File: src/rtl/dclk_align_pkg.sv
package dclk_align_pkg;

    typedef enum logic {
        RATE_SDR = 1'b0,
        RATE_DDR = 1'b1
    } rate_e;

    typedef struct packed {
        rate_e rate;
        logic  edge_hi;
    } dclk_cfg_t;

    // Level the output rests at while an alignment hold is active.
    function automatic logic idle_level(input dclk_cfg_t cfg);
        return (cfg.rate == RATE_DDR) ? 1'b0 : cfg.edge_hi;
    endfunction

    // True on the cycle where the divider output must flip.
    function automatic logic phase_wrap(input dclk_cfg_t cfg, input logic ph);
        return (cfg.rate == RATE_SDR) ? 1'b1 : ph;
    endfunction

endpackage

File: src/rtl/dclk_align_ctrl.sv
module dclk_align_ctrl (
    input  logic clk,
    input  logic rst,
    input  logic align_req,
    input  logic cal_busy,
    output logic hold_q,
    output logic cal_err_q
);
    logic req_gate;

    // A request is only accepted while calibration is idle.
    assign req_gate = align_req & ~cal_busy;

    // Entry into hold is asynchronous; exit happens on a rising clock edge.
    always_ff @(posedge clk or posedge req_gate) begin
        if (req_gate) begin
            hold_q <= 1'b1;
        end else if (rst) begin
            hold_q <= 1'b1;
        end else begin
            hold_q <= 1'b0;
        end
    end

    always_ff @(posedge clk) begin
        if (rst) begin
            cal_err_q <= 1'b0;
        end else if (align_req) begin
            cal_err_q <= cal_busy;
        end
    end
endmodule

File: src/rtl/dclk_restart_timer.sv
module dclk_restart_timer #(
    parameter int RESTART_LAT = 2
) (
    input  logic clk,
    input  logic rst,
    input  logic hold_q,
    output logic start,
    output logic running_q,
    output logic done_q
);
    localparam int CW = $clog2(RESTART_LAT + 1);
    localparam logic [CW-1:0] LAST = CW'(RESTART_LAT - 1);

    logic [CW-1:0] cnt_q;

    assign start = ~hold_q & ~running_q & (cnt_q == LAST);

    always_ff @(posedge clk) begin
        if (rst || hold_q) begin
            cnt_q     <= '0;
            running_q <= 1'b0;
            done_q    <= 1'b0;
        end else if (!running_q) begin
            if (cnt_q == LAST) begin
                running_q <= 1'b1;
                done_q    <= 1'b1;
            end else begin
                cnt_q  <= cnt_q + CW'(1);
                done_q <= 1'b0;
            end
        end else begin
            done_q <= 1'b0;
        end
    end
endmodule

File: src/rtl/dclk_phase_gen.sv
module dclk_phase_gen
    import dclk_align_pkg::*;
(
    input  logic      clk,
    input  logic      rst,
    input  logic      hold_q,
    input  logic      start,
    input  logic      running_q,
    input  dclk_cfg_t cfg,
    output logic      div_q
);
    logic ph_q;

    always_ff @(posedge clk) begin
        if (rst || hold_q) begin
            div_q <= idle_level(cfg);
            ph_q  <= 1'b0;
        end else if (start) begin
            div_q <= ~div_q;
            ph_q  <= 1'b0;
        end else if (running_q) begin
            if (phase_wrap(cfg, ph_q)) begin
                div_q <= ~div_q;
                ph_q  <= 1'b0;
            end else begin
                ph_q <= 1'b1;
            end
        end
    end
endmodule

File: src/rtl/dclk_align_div.sv
module dclk_align_div
    import dclk_align_pkg::*;
#(
    parameter int RESTART_LAT = 2
) (
    input  logic clk,
    input  logic rst,
    input  logic align_req,
    input  logic ddr_mode,
    input  logic edge_sel,
    input  logic cal_busy,
    output logic dclk,
    output logic align_done,
    output logic cal_err
);
    dclk_cfg_t cfg;
    logic      hold_q;
    logic      start;
    logic      running_q;
    logic      div_q;

    assign cfg = '{rate: rate_e'(ddr_mode), edge_hi: edge_sel};

    dclk_align_ctrl u_ctrl (
        .clk       (clk),
        .rst       (rst),
        .align_req (align_req),
        .cal_busy  (cal_busy),
        .hold_q    (hold_q),
        .cal_err_q (cal_err)
    );

    dclk_restart_timer #(.RESTART_LAT(RESTART_LAT)) u_timer (
        .clk       (clk),
        .rst       (rst),
        .hold_q    (hold_q),
        .start     (start),
        .running_q (running_q),
        .done_q    (align_done)
    );

    dclk_phase_gen u_phase (
        .clk       (clk),
        .rst       (rst),
        .hold_q    (hold_q),
        .start     (start),
        .running_q (running_q),
        .cfg       (cfg),
        .div_q     (div_q)
    );

    // Hold forces the idle level immediately, even mid-cycle.
    assign dclk = hold_q ? idle_level(cfg) : div_q;
endmodule

File: config.mk
export PLATFORM = sky130hd
export DESIGN_NAME = dclk_align_div
export DESIGN_NICKNAME = d
export VERILOG_FILES = /design/src/rtl/dclk_align_pkg.sv /design/src/rtl/dclk_align_ctrl.sv /design/src/rtl/dclk_restart_timer.sv /design/src/rtl/dclk_phase_gen.sv /design/src/rtl/dclk_align_div.sv
export SDC_FILE = /design/constraint.sdc
export NUM_CORES = 1
export LEC_CHECK = 0
export BUFFER_PORTS_ARGS = -buffer_cell sky130_fd_sc_hd__buf_2
export CELL_PAD_IN_SITES_DETAIL_PLACEMENT = 0
export CELL_PAD_IN_SITES_GLOBAL_PLACEMENT = 1
export CORE_AREA = 2 2 39 41
export CTS_CLUSTER_SIZE = 8
export DETAILED_ROUTE_END_ITERATION = 7
export DIE_AREA = 0 0 41 43
export GPL_TIMING_DRIVEN = 0
export PLACE_DENSITY_LB_ADDON = 0.2
export SETUP_SLACK_MARGIN = 0.5
export SYNTH_ARGS = -nofsm -noshare
export SYNTH_HDL_FRONTEND = slang
export SYNTH_SLANG_ARGS = --single-unit
File: constraint.sdc
create_clock -name clk -period 3.1 [get_ports clk]
set_input_delay 0 -clock clk [delete_from_list [all_inputs] [get_ports clk]]
set_output_delay 0 -clock clk [all_outputs]
set_load 0.02 [all_outputs]
Yosys cells after proc, flatten, opt, wreduce, memory -nomap -nowiden
Index checks and enable logic that the tools add are counted.
{ "classes": {"n_addsub": 1, "eq_ne": 1, "mux": 11, "bitwise": 8, "reduce_logical": 7} }
{ "ops": {"columns": ["cell", "n"], "rows": [
  ["1-bit 2-to-1 mux", 11],
  ["3-bit nonzero test", 2],
  ["1-bit inverter", 5],
  ["2-bit AND reduction", 2],
  ["2-bit OR reduction", 2],
  ["1-bit bitwise AND", 3],
  ["2-bit by 1-bit adder with 2-bit output (second input constant)", 1],
  ["2-bit by 1-bit == test with 1-bit output (second input constant)", 1],
  ["1-bit logical OR", 1]
]} }
{ "totals": {"register_bits": 8, "inputBits": 6, "output_inout_bits": 3, "wordCells": 35} }

Depth between registers and ports, before layout
Gate-level depths: netlist of run 1.
{ "logic_depth": {"word_depth": 5, "depth_mapped": 4, "ltp_nobuf": 4} }

Cells and area by module
Synthesis of run 1 repeated with hierarchy kept, for this count alone.
{ "unflattened": {"hier_cells": 36, "hier_area_um2": 359.1} }
{ "by_module_without_submodules": {"columns": ["module", "instances", "cells_per_inst", "area_each_um2", "seq_area_each_um2"], "rows": [
  ["dclk_restart_timer", 1, 16, 156.4, 80.1],
  ["dclk_phase_gen", 1, 12, 120.1, 50.0],
  ["dclk_align_ctrl", 1, 5, 66.3, 46.3],
  ["dclk_align_div", 1, 3, 16.3, 0.0]
]} }

Least setup slack after synthesis of run 1
Ideal clock, no wire load.
{ "synth_timing": {"kind": "register to register", "from": "reg u_timer.cnt_q[0]", "to": "reg u_phase.div_q (enable)", "setup_ns": 0.310, "arrival_ns": 0.755, "t_required_ns": 2.790, "slack_ns": 2.035, "stages_incl_launch_ff": 4, "path_buffers": 0, "period_less_slack_ns": 1.065, "path_cell_list": "dfxtp_1 -> ha_1 -> nor2_1 -> o21ai_0"} }
{ "synth_between": {"elab_chain_cells": 4, "elab_cells_between_ends": 5, "cone_classes": "1 x eq/ne; 1 x bitwise; 3 x reduce/logical"} }
{ "synth_rtl": {"columns": ["element", "line_no", "text"], "rows": [
  ["from (decl)", "dclk_restart_timer.sv:14", "logic [CW-1:0] cnt_q;"],
  ["from (signal assigned)", "dclk_restart_timer.sv:28", "cnt_q <= cnt_q + CW'(1);"],
  ["2-bit by 1-bit == test with 1-bit output (*)", "dclk_restart_timer.sv:16", "assign start = ~hold_q & ~running_q & (cnt_q == LAST);"],
  ["1-bit bitwise AND (*)", "dclk_restart_timer.sv:16", null],
  ["3-bit nonzero test (no line)", null, null],
  ["2-bit AND reduction (no line) (*)", null, null],
  ["to (signal assigned)", "dclk_phase_gen.sv:16", "div_q <= idle_level(cfg);"],
  ["to (signal assigned)", "dclk_phase_gen.sv:19", "div_q <= ~div_q;"],
  ["to (signal assigned)", "dclk_phase_gen.sv:23", "div_q <= ~div_q;"],
  ["to (decl)", "dclk_phase_gen.sv:10", "output logic div_q"]
]} }
Mark *: on every way between the ends. The rest lies on a longest branch, timed or not.
A chain may end at the register's enable or synchronous reset.

Worst setup path in the final report of run 1
{ "layout_timing": {"from": "reg u_timer.cnt_q[1]", "to": "reg u_phase.div_q (enable)"} }
The elaborated chain is that of the path after synthesis.

==> flow_summary_export.csv, run 1 <==
group,metric,value,unit
outcome,status,"finished clean",
critical_path,endpoint,"u_phase.div_q",
sta,clock.fmax,825,MHz
floorplanning,core,1380,sq um
floorplanning,die_y,43,microns
sta,hold_viol,0,
grt,grt_usage,0.0969,
pwr,p_leak,0.204,nW
synthesis,ys_warn_count,0,
route,wire_per_inst,10.5,microns
cells_and_area,finalNetCount,56,
clock_tree,cts_resized,0,
synthesis,syn_avg_cell_area,10.4,sq um
route,wirelength,671,microns
critical_path,crit_path_start,"u_timer.cnt_q[1]",
synthesis,ys_seq_area_frac,0.516,
sta,rsz0062_at_grt,"false",
route,vias_per_cell,4.28,
clock_tree,clock_tree.buffer_depth,2,
synthesis,synth.distinct_cells,16,
grt,first_global_vias,278,
floorplanning,row_count,14,
critical_path,regToRegStartpoint,"u_timer.cnt_q[1]",
sta,slew_violations,0,
pwr,p_total,0.000232,W
cells_and_area,final_common_cell,"buf_2",
critical_path,crit_fanout,7,
pwr,vdd_drop_max,354,uV
critical_path,critical_path_class,"flop to flop",
cells_and_area,n_antenna_cell,0,
sta,period_share,0.391,
sta,slew_headroom,0.842,
critical_path,worst_ep_arrival_time,1170,ps
clock_tree,h-tree-depth,1,
clock_tree,clkTransAtPathRegs,60,ps
route,num_vias,274,
synthesis,syn_area,342,sq um
synthesis,ys_seq_elements,8,
floorplanning,start_util,0.247,
route,ant_nets,0,
critical_path,start_kind,"flop",
grt,grt_max_degree,9,
sta,tns,0,ps
clock_tree,cts_sinks,8,
grt,grt-ovfl-total,0,
clock_tree,root_buffer,"clkbuf_4",
grt,grt_pass1_wl,1070,microns
clock_tree,cts_tree,"done",
floorplanning,pin_count,9,
critical_path,end_kind,"flop",
sta,skew,11.9,ps
placed_design,portBuffers,8,
clock_tree,clock_latency,260,ps
clock_tree,cts_made_buffers,3,
critical_path,reg2regPathDepth,4,
critical_path,reg2reg_to,"u_phase.div_q",
cells_and_area,final_layout_size_suffix_gt1_frac,0.292,
floorplanning,dieArea,1760,sq um
critical_path,required,3050,ps
placed_design,gp_congestion,0.621,
critical_path,regToRegSetupSlack,1890,ps
route,first_pass_iters,4,
grt,antenna_found_initial,0,
synthesis,synth_nets,40,
pwr,pwr_density_cell,506,nW/um^2
sta,min_period,1210,ps
sta,finalSetupViolations,0,
cells_and_area,final_cell_mix,"buf_2 (8), dfxtp_1 (6), nor2_1 (4)",
route,route.detailed.drc,0,
synthesis,syn-instance-count,33,
min_path,worstHoldPathType,"input port to flop",
run,drv_cap,0,
cells_and_area,area_delta_synth_final,34.1,%
floorplanning,die_w,41,microns
placed_design,dp_hpwl,487,microns
sta,worstMarginPinSlew,237,ps
route,dr.first_iter.drc_count,5,
report_power, final:
group          switching, W  leakage, nW  internal (W)
sequential       0.00000370       0.0703      0.000112
clock             0.0000373       0.0150     0.0000493
combinational     0.0000145        0.118     0.0000153
total             0.0000555        0.204      0.000176
cell usage after synthesis (all sizes together):
library cell,instances,area share
inv,2,0.022
nand2b,2,0.037
nor2,4,0.044
o21ai,3,0.044
nor3b,2,0.044
dfstp,1,0.077
a21oi,2,0.029
o21a,1,0.022
edfxtp,1,0.088
and3b,1,0.029
mux2i,3,0.088
ha,1,0.037
dfxtp,6,0.35
or2,1,0.018
or3,2,0.037
buf,1,0.033
stage by stage:
step	cells	hold slack [ps]	instance area, sq um	worst slack, ps	utilization
after floorplan	33	-93.3	342	2030	-
after global placement	57	30.0	402	1980	0.290
after detailed placement	57	37.3	402	1900	0.290
after CTS	64	15.1	458	1880	0.331
after global routing	64	26.7	458	1810	0.331
final	64	19.3	458	1890	0.331
final cells by class:
cell class              instances  area [sq um]
repair buffers                 11          70.1
well taps                      16          20.0
plain buffers                   1          11.3
flip-flops and latches          8           176
clock buffers                   4          26.3
fillers                       143           926
multi-input cells              22           146
inverters                       2          7.51
logic make-up (layout without fill, tap and decap cells):
| group | after synthesis | in the layout | synth area share |
|---|---|---|---|
| buffers and inverters | 3 | 18 | 0.0550 |
| DFF | 8 | 8 | 0.517 |
| adders and majority gates | 1 | 1 | 0.0366 |
| muxes | 3 | 3 | 0.0879 |
| AOI/OAI and AO/OA | 6 | 6 | 0.0952 |
| and+or+nand+nor | 12 | 12 | 0.209 |
flip-flops by register name, indices dropped and copies added, names as in the netlist:
name,flops
u_ctrl.cal_err_q,1
u_ctrl.hold_q,1
u_timer.cnt_q,2
u_phase.div_q,1
u_timer.running_q,1
u_phase.ph_q,1
u_timer.done_q,1
critical path: stages, from the launching register on:
cell and delay [ps]:
dfxtp_1 310, inv_1 50, ha_1 250, nor2_1 80, o21ai_0 230
what timing repair did:
action                                 CTS  global route
endpoints found under the hold margin    3             0
setup endpoints to repair                0             0
hold buffers                             3             0
buffers inserted                         0             0
how the worst min path moves through the flow:
stage / from / end / cells past startpoint
final: cal_busy / u_ctrl.cal_err_q / 3
after global routing: cal_busy / u_ctrl.cal_err_q / 3
after CTS: cal_busy / u_ctrl.cal_err_q / 3
after detailed placement: align_req / u_ctrl.hold_q / 2
after global placement: align_req / u_ctrl.hold_q / 2
after floorplan: align_req / u_ctrl.hold_q / 1
routing by layer:
layer,wire length [microns],part of all wire,global-route usage,vias to the layer above
met4,0,0,0.0400,0
met3,59,0.088,0.0785,0
met1,275,0.41,0.101,119
li1,-,-,-,145
met2,337,0.50,0.138,10
met5,0,0,0,-
No activity file was read; power rests on OpenSTA's default activity.
==> inputs of run 2 (changes only) <==
--- a/config.mk
+++ b/config.mk
@@ -5,6 +5,7 @@
 export SDC_FILE = /design/constraint.sdc
 export NUM_CORES = 1
 export LEC_CHECK = 0
+export ABC_AREA = 1
 export BUFFER_PORTS_ARGS = -buffer_cell sky130_fd_sc_hd__buf_2
 export CELL_PAD_IN_SITES_DETAIL_PLACEMENT = 0
 export CELL_PAD_IN_SITES_GLOBAL_PLACEMENT = 1
==> constraint.sdc (replaced) <==
create_clock -name clk -period 1.2 [get_ports clk]
set_input_delay 0 -clock clk [delete_from_list [all_inputs] [get_ports clk]]
set_output_delay 0 -clock clk [all_outputs]
set_load 0.02 [all_outputs]
==> flow_summary_export.csv, run 2 <==
group,metric,value,unit
synthesis,ys_seq_area_frac,0.505,
synthesis,synth_edf_count,1,
sta,finalSetupViolations,0,
cells_and_area,area_delta_synth_final,59.1,%
cells_and_area,final_cell_mix,"nand2_1 (9), nor2_1 (7), buf_4 (6)",
clock_tree,h-tree-depth,1,
placed_design,dp_hpwl,462,microns
floorplanning,die_w,41,microns
route,ant_nets,0,
synthesis,synth_ff_type,"dfxtp_1",
pwr,power_frac_seq,0.467,
synthesis,synth_area_leader_cell,"dfxtp_1",
critical_path,regToRegStartpoint,"u_ctrl.hold_q",
grt,grt_pass1_wl,1070,microns
sta,clock.fmax,932,MHz
critical_path,required,1200,ps
run,drv_cap,0,
grt,antenna_found_initial,0,
floorplanning,dieArea,1760,sq um
outcome,status,"finished clean",
sta,hold_viol,0,
synthesis,syn_avg_cell_area,7.76,sq um
placed_design,gp_congestion,0.621,
cells_and_area,top_register,"u_timer.cnt_q",
pwr,pwr-share-comb,0.183,
min_path,min_to,"u_phase.div_q",
sta,worstMarginPinSlew,207,ps
cells_and_area,n_antenna_cell,0,
critical_path,crit_fanout,4,
synthesis,synth.distinct_cells,16,
floorplanning,core,1380,sq um
synthesis,ys_seq_elements,8,
clock_tree,clock_latency,260,ps
critical_path,end_kind,"output port",
route,route.detailed.drc,0,
pwr,pwr_density_cell,1160,nW/um^2
pwr,vdd_drop_max,563,uV
cells_and_area,stdcell_count,81,
critical_path,reg2reg_to,"u_phase.div_q",
critical_path,path_delay_family,"flip-flops",
sta,skew,11.4,ps
critical_path,path_cells,"nand2_1 > o21ai_1 > buf_4",
floorplanning,pin_count,9,
min_path,hold_depth,3,
sta,min_period,1070,ps
floorplanning,row_count,14,
min_path,min_from,"rst",
cells_and_area,finalNetCount,73,
floorplanning,start_util,0.252,
synthesis,synth_top_cells_by_area,"dfxtp_1 (34%), nor2_1 (11%), nand2_1 (9.7%)",
pwr,p_leak,0.268,nW
sta,slew_violations,0,
synthesis,synth_top_cell_area_share,0.344,
route,wirelength,667,microns
critical_path,worst_ep_arrival_time,1070,ps
min_path,worstHoldPathType,"input port to flop",
grt,grt_max_degree,6,
synthesis,ys_top_cells_by_count,"nor2_1 (10), nand2_1 (9), dfxtp_1 (6), inv_1 (6)",
sta,worst_hold_slack,84.5,ps
route,dr.first_iter.drc_count,3,
placed_design,portBuffers,8,
route,first_pass_iters,2,
clock_tree,clkTransAtPathRegs,60,ps
critical_path,start_kind,"flop",
critical_path,reg2regPathDepth,4,
cells_and_area,final_layout_size_suffix_gt1_frac,0.492,
clock_tree,cts_sinks,8,
grt,first_global_vias,282,
critical_path,crit_slowest_cell,"dfstp_2",
critical_path,cp_slowest_stage_delay,550,ps
route,vias_per_cell,3.98,
sta,setup_ws,127,ps
route,wire_per_inst,8.23,microns
clock_tree,cts_tree,"done",
pwr,swShare,0.258,
floorplanning,die_y,43,microns
clock_tree,cts_made_buffers,3,
synthesis,syn-instance-count,45,
sta,tns,0,ps
route,num_vias,322,
cells_and_area,largest_reg_flops,2,
sta,rsz0062_at_grt,"true",
placed_design,post-place-cells,69,
pwr,intPower,0.000479,W
clock_tree,clock_tree.buffer_depth,2,
synthesis,ys_warn_count,0,
sta,slew_headroom,0.862,
critical_path,regToRegSetupSlack,140,ps
cells_and_area,final_common_cell,"nand2_1",
synthesis,synth_nets,52,
synthesis,yosysMostFrequentCell,"nor2_1",
pwr,clock_power_share,0.349,
synthesis,async_reset_ff_frac,0.125,
placed_design,preCtsSetupSlack,185,ps
pwr,net-switching-power,0.000166,W
grt,grt-ovfl-total,0,
clock_tree,root_buffer,"clkbuf_4",
critical_path,timing.critical_path.buf_inv,1,
grt,grt_usage,0.0996,
critical_path,critical_path_class,"flop to output port",
synthesis,syn_area,349,sq um
sta,period_share,0.894,
run 2: changes by cell type after synthesis, sizes merged, moves of 2 or more:
cell,change
nand2,+11
nor2,+9
inv,+5
mux2i,-3
a21oi,-2
nand2b,-2
nor3b,-2
or3,-2
run 2: final cells by class:
class | count | area [sq um]
flip-flops and latches | 8 | 179
multi-input cells | 30 | 176
fillers | 155 | 828
inverters | 7 | 26.3
clock buffers | 4 | 26.3
well taps | 16 | 20.0
repair buffers | 16 | 128
run 2: per-layer routing:
| layer | up-vias | routed length [microns] | track usage |
|---|---|---|---|
| li1 | 175 | - | - |
| met1 | 137 | 293 | 0.104 |
| met2 | 8 | 312 | 0.125 |
| met3 | 2 | 51 | 0.0942 |
| met4 | 0 | 10 | 0.0600 |
| met5 | - | 0 | 0 |
run 2: timing repair:
action / CTS / global route
hold endpoints to repair: 4 / 0
pin swaps: 1 / 2
resized for setup: 7 / 8
setup endpoints to repair: 10 / 11
gates cloned: 0 / 0
hold buffers: 3 / 0
buffers inserted: 5 / 0
run 2: per-stage QoR:
stage | area [sq um] | utilization | total power, W
2_1_floorplan | 360 | - | 0.000363
3_3_place_gp | 420 | 0.304 | 0.000389
4_1_cts | 531 | 0.383 | 0.000650
5_1_grt | 556 | 0.401 | 0.000698
6_report | 556 | 0.401 | 0.000645
3_5_place_dp | 420 | 0.304 | 0.000388
run 2: power by group through the flow:
| stage | sequential (W) | combinational [W] | clock (W) |
|---|---|---|---|
| 4_1_cts | 0.000301 | 0.000109 | 0.000240 |
| 2_1_floorplan | 0.000309 | 0.0000535 | 0 |
| 3_3_place_gp | 0.000307 | 0.0000823 | 0 |
| 5_1_grt | 0.000304 | 0.000132 | 0.000262 |
| 6_report | 0.000302 | 0.000118 | 0.000225 |
| 3_5_place_dp | 0.000307 | 0.0000815 | 0 |
run 2: worst register-to-register path, cell delays in order (launching register included):
cell	delay [ps]
dfstp_2	550
buf_4	110
nor2_2	30
nand2_2	90
nand3_2	70
run 2: cells by family after synthesis:
family,count (synthesis),share of synthesized area
simple gates,27,0.355
flops,8,0.505
compound gates,2,0.0286
buf+inv,7,0.0753
fa+ha+maj,1,0.0358
run 2: worst max path at each step:
| stage | slack [ps] | from | depth (start not counted) | to |
|---|---|---|---|---|
| after floorplan | 230 | u_ctrl.hold_q | 3 | u_phase.div_q |
| after global placement | 180 | u_ctrl.hold_q | 3 | u_phase.div_q |
| after detailed placement | 190 | u_ctrl.hold_q | 3 | u_phase.div_q |
| after CTS | 120 | u_ctrl.hold_q | 3 | dclk |
| after global routing | 60 | u_ctrl.hold_q | 3 | dclk |
| final | 130 | u_ctrl.hold_q | 3 | dclk |
==> inputs of run 3 (changes only) <==
--- a/config.mk
+++ b/config.mk
@@ -15,6 +15,7 @@
 export DIE_AREA = 0 0 41 43
 export GPL_TIMING_DRIVEN = 0
 export PLACE_DENSITY_LB_ADDON = 0.2
+export REMOVE_ABC_BUFFERS = 1
 export SETUP_SLACK_MARGIN = 0.5
 export SYNTH_ARGS = -nofsm -noshare
 export SYNTH_HDL_FRONTEND = slang
==> flow_summary_export.csv, run 3 (synthesis results as in run 2) <==
group,metric,value,unit
outcome,status,"finished clean",
pwr,pwr-share-comb,0.201,
cells_and_area,fillers,143,
sta,slew_violations,0,
min_path,min_from,"rst",
critical_path,start_kind,"flop",
min_path,min_to,"u_phase.div_q",
cells_and_area,fin_area,594,sq um
pwr,vdd_drop_max,564,uV
critical_path,crit_path_start,"u_ctrl.hold_q",
route,dr.first_iter.drc_count,0,
route,wire_per_inst,8.94,microns
grt,first_global_vias,304,
cells_and_area,multi_input_area,195,sq um
min_path,worstHoldPathType,"input port to flop",
critical_path,reg2regPathDepth,4,
sta,worstMarginPinSlew,216,ps
pwr,p_leak,0.281,nW
clock_tree,root_buffer,"clkbuf_4",
clock_tree,clock_tree.buffer_depth,2,
floorplanning,die_w,41,microns
critical_path,timing.critical_path.buf_inv,1,
critical_path,path_cells,"buf_4 > nor2_2 > nand2_2 > nand3_2",
critical_path,cp_slowest_stage_delay,570,ps
pwr,clock_power_share,0.336,
pwr,p_total,0.000662,W
floorplanning,pin_count,9,
clock_tree,cts_made_buffers,3,
cells_and_area,finalNetCount,74,
cells_and_area,final_cell_mix,"nand2_1 (8), nor2_1 (6), buf_2 (5), buf_6 (5)",
clock_tree,cts_tree,"done",
sta,slew_headroom,0.856,
route,num_vias,332,
clock_tree,clock_latency,250,ps
critical_path,reg2reg_to,"u_phase.div_q",
floorplanning,row_count,14,
placed_design,placed_area,409,sq um
sta,finalSetupViolations,0,
sta,min_period,1100,ps
clock_tree,cts_sinks,8,
cells_and_area,stdcell_count,82,
clock_tree,h-tree-depth,1,
grt,grt_pass1_wl,1170,microns
cells_and_area,top_register,"u_timer.cnt_q",
grt,grt_usage,0.106,
route,first_pass_iters,1,
grt,antenna_found_initial,0,
sta,rsz0062_at_grt,"true",
pwr,intPower,0.000489,W
pwr,power_frac_seq,0.463,
route,ant_nets,0,
route,wirelength,733,microns
run,drv_cap,0,
sta,clock.fmax,906,MHz
critical_path,regToRegSetupSlack,100,ps
critical_path,cp_num_cells,4,
placed_design,post-place-cells,69,
route,vias_per_cell,4.05,
placed_design,dp_hpwl,503,microns
pwr,swShare,0.261,
route,route.detailed.drc,0,
floorplanning,die_y,43,microns
critical_path,crit_fanout,4,
pwr,net-switching-power,0.000173,W
sta,tns,0,ps
cells_and_area,seq_area,180,sq um
critical_path,critical_path_class,"flop to flop",
sta,setup_ws,96.5,ps
sta,period_share,0.920,
placed_design,gp_congestion,0.628,
floorplanning,start_util,0.252,
cells_and_area,final_common_cell,"nand2_1",
placed_design,portBuffers,8,
grt,grt_max_degree,6,
min_path,hold_depth,3,
pwr,pwr_density_cell,1110,nW/um^2
critical_path,path_delay_family,"flip-flops",
cells_and_area,area_delta_synth_final,70.3,%
grt,grt-ovfl-total,0,
sta,hold_viol,0,
sta,skew,2.43,ps
cells_and_area,n_antenna_cell,0,
critical_path,worst_ep_arrival_time,1120,ps
critical_path,regToRegStartpoint,"u_ctrl.hold_q",
floorplanning,core,1380,sq um
critical_path,required,1220,ps
critical_path,crit_slowest_cell,"dfstp_2",
cells_and_area,largest_reg_flops,2,
critical_path,end_kind,"flop",
floorplanning,dieArea,1760,sq um
clock_tree,clkTransAtPathRegs,60,ps
cells_and_area,final_layout_size_suffix_gt1_frac,0.576,
placed_design,preCtsSetupSlack,149,ps
[run 3: metrics by stage]
stage,utilization,hold WS [ps]
finish,0.429,95.7
global route,0.429,93.5
CTS,0.392,89.8
detailed placement,0.296,30.5
global placement,0.296,31.6
floorplan,-,-71.1
[run 3: final cells by class]
cell class,count,area share
Multi-Input combinational cell,30,0.328
Sequential cell,8,0.303
Timing Repair Buffer,17,0.246
Clock buffer,4,0.0442
Inverter,7,0.0442
Tap cell,16,0.0337
[run 3: worst max path at each step]
stage	endpoint	slack, ps
finish	u_phase.div_q	100
global route	dclk	40
CTS	dclk	80
detailed placement	u_phase.div_q	150
global placement	u_phase.div_q	150
floorplan	u_phase.div_q	210
[run 3: what timing repair did]
item                                    CTS  global route
hold buffers                              3             0
pin swaps                                 1             5
buffers inserted                          4             2
endpoints found under the hold margin     4             0
endpoints found under the setup margin   10            11
gates resized for setup                  15            13
[run 3: power by group through the flow]
stage | logic [W] | clock network [W] | registers (W)
floorplan | 0.0000510 | 0 | 0.000308
global placement | 0.0000790 | 0 | 0.000306
detailed placement | 0.0000796 | 0 | 0.000307
CTS | 0.000115 | 0.000236 | 0.000305
global route | 0.000147 | 0.000252 | 0.000309
finish | 0.000133 | 0.000222 | 0.000307
[run 3: tightest hold or removal path, stage by stage]
cell and delay (ps):
buf_2 110, nor2_4 50, nand3_2 70
[run 3: metal layers]
layer | wire [microns] | track usage | vias up
li1 | - | - | 182
met1 | 337 | 0.118 | 146
met2 | 365 | 0.150 | 4
met3 | 29 | 0.0628 | 0
met4 | 0 | 0.0600 | 0
met5 | 0 | 0 | -
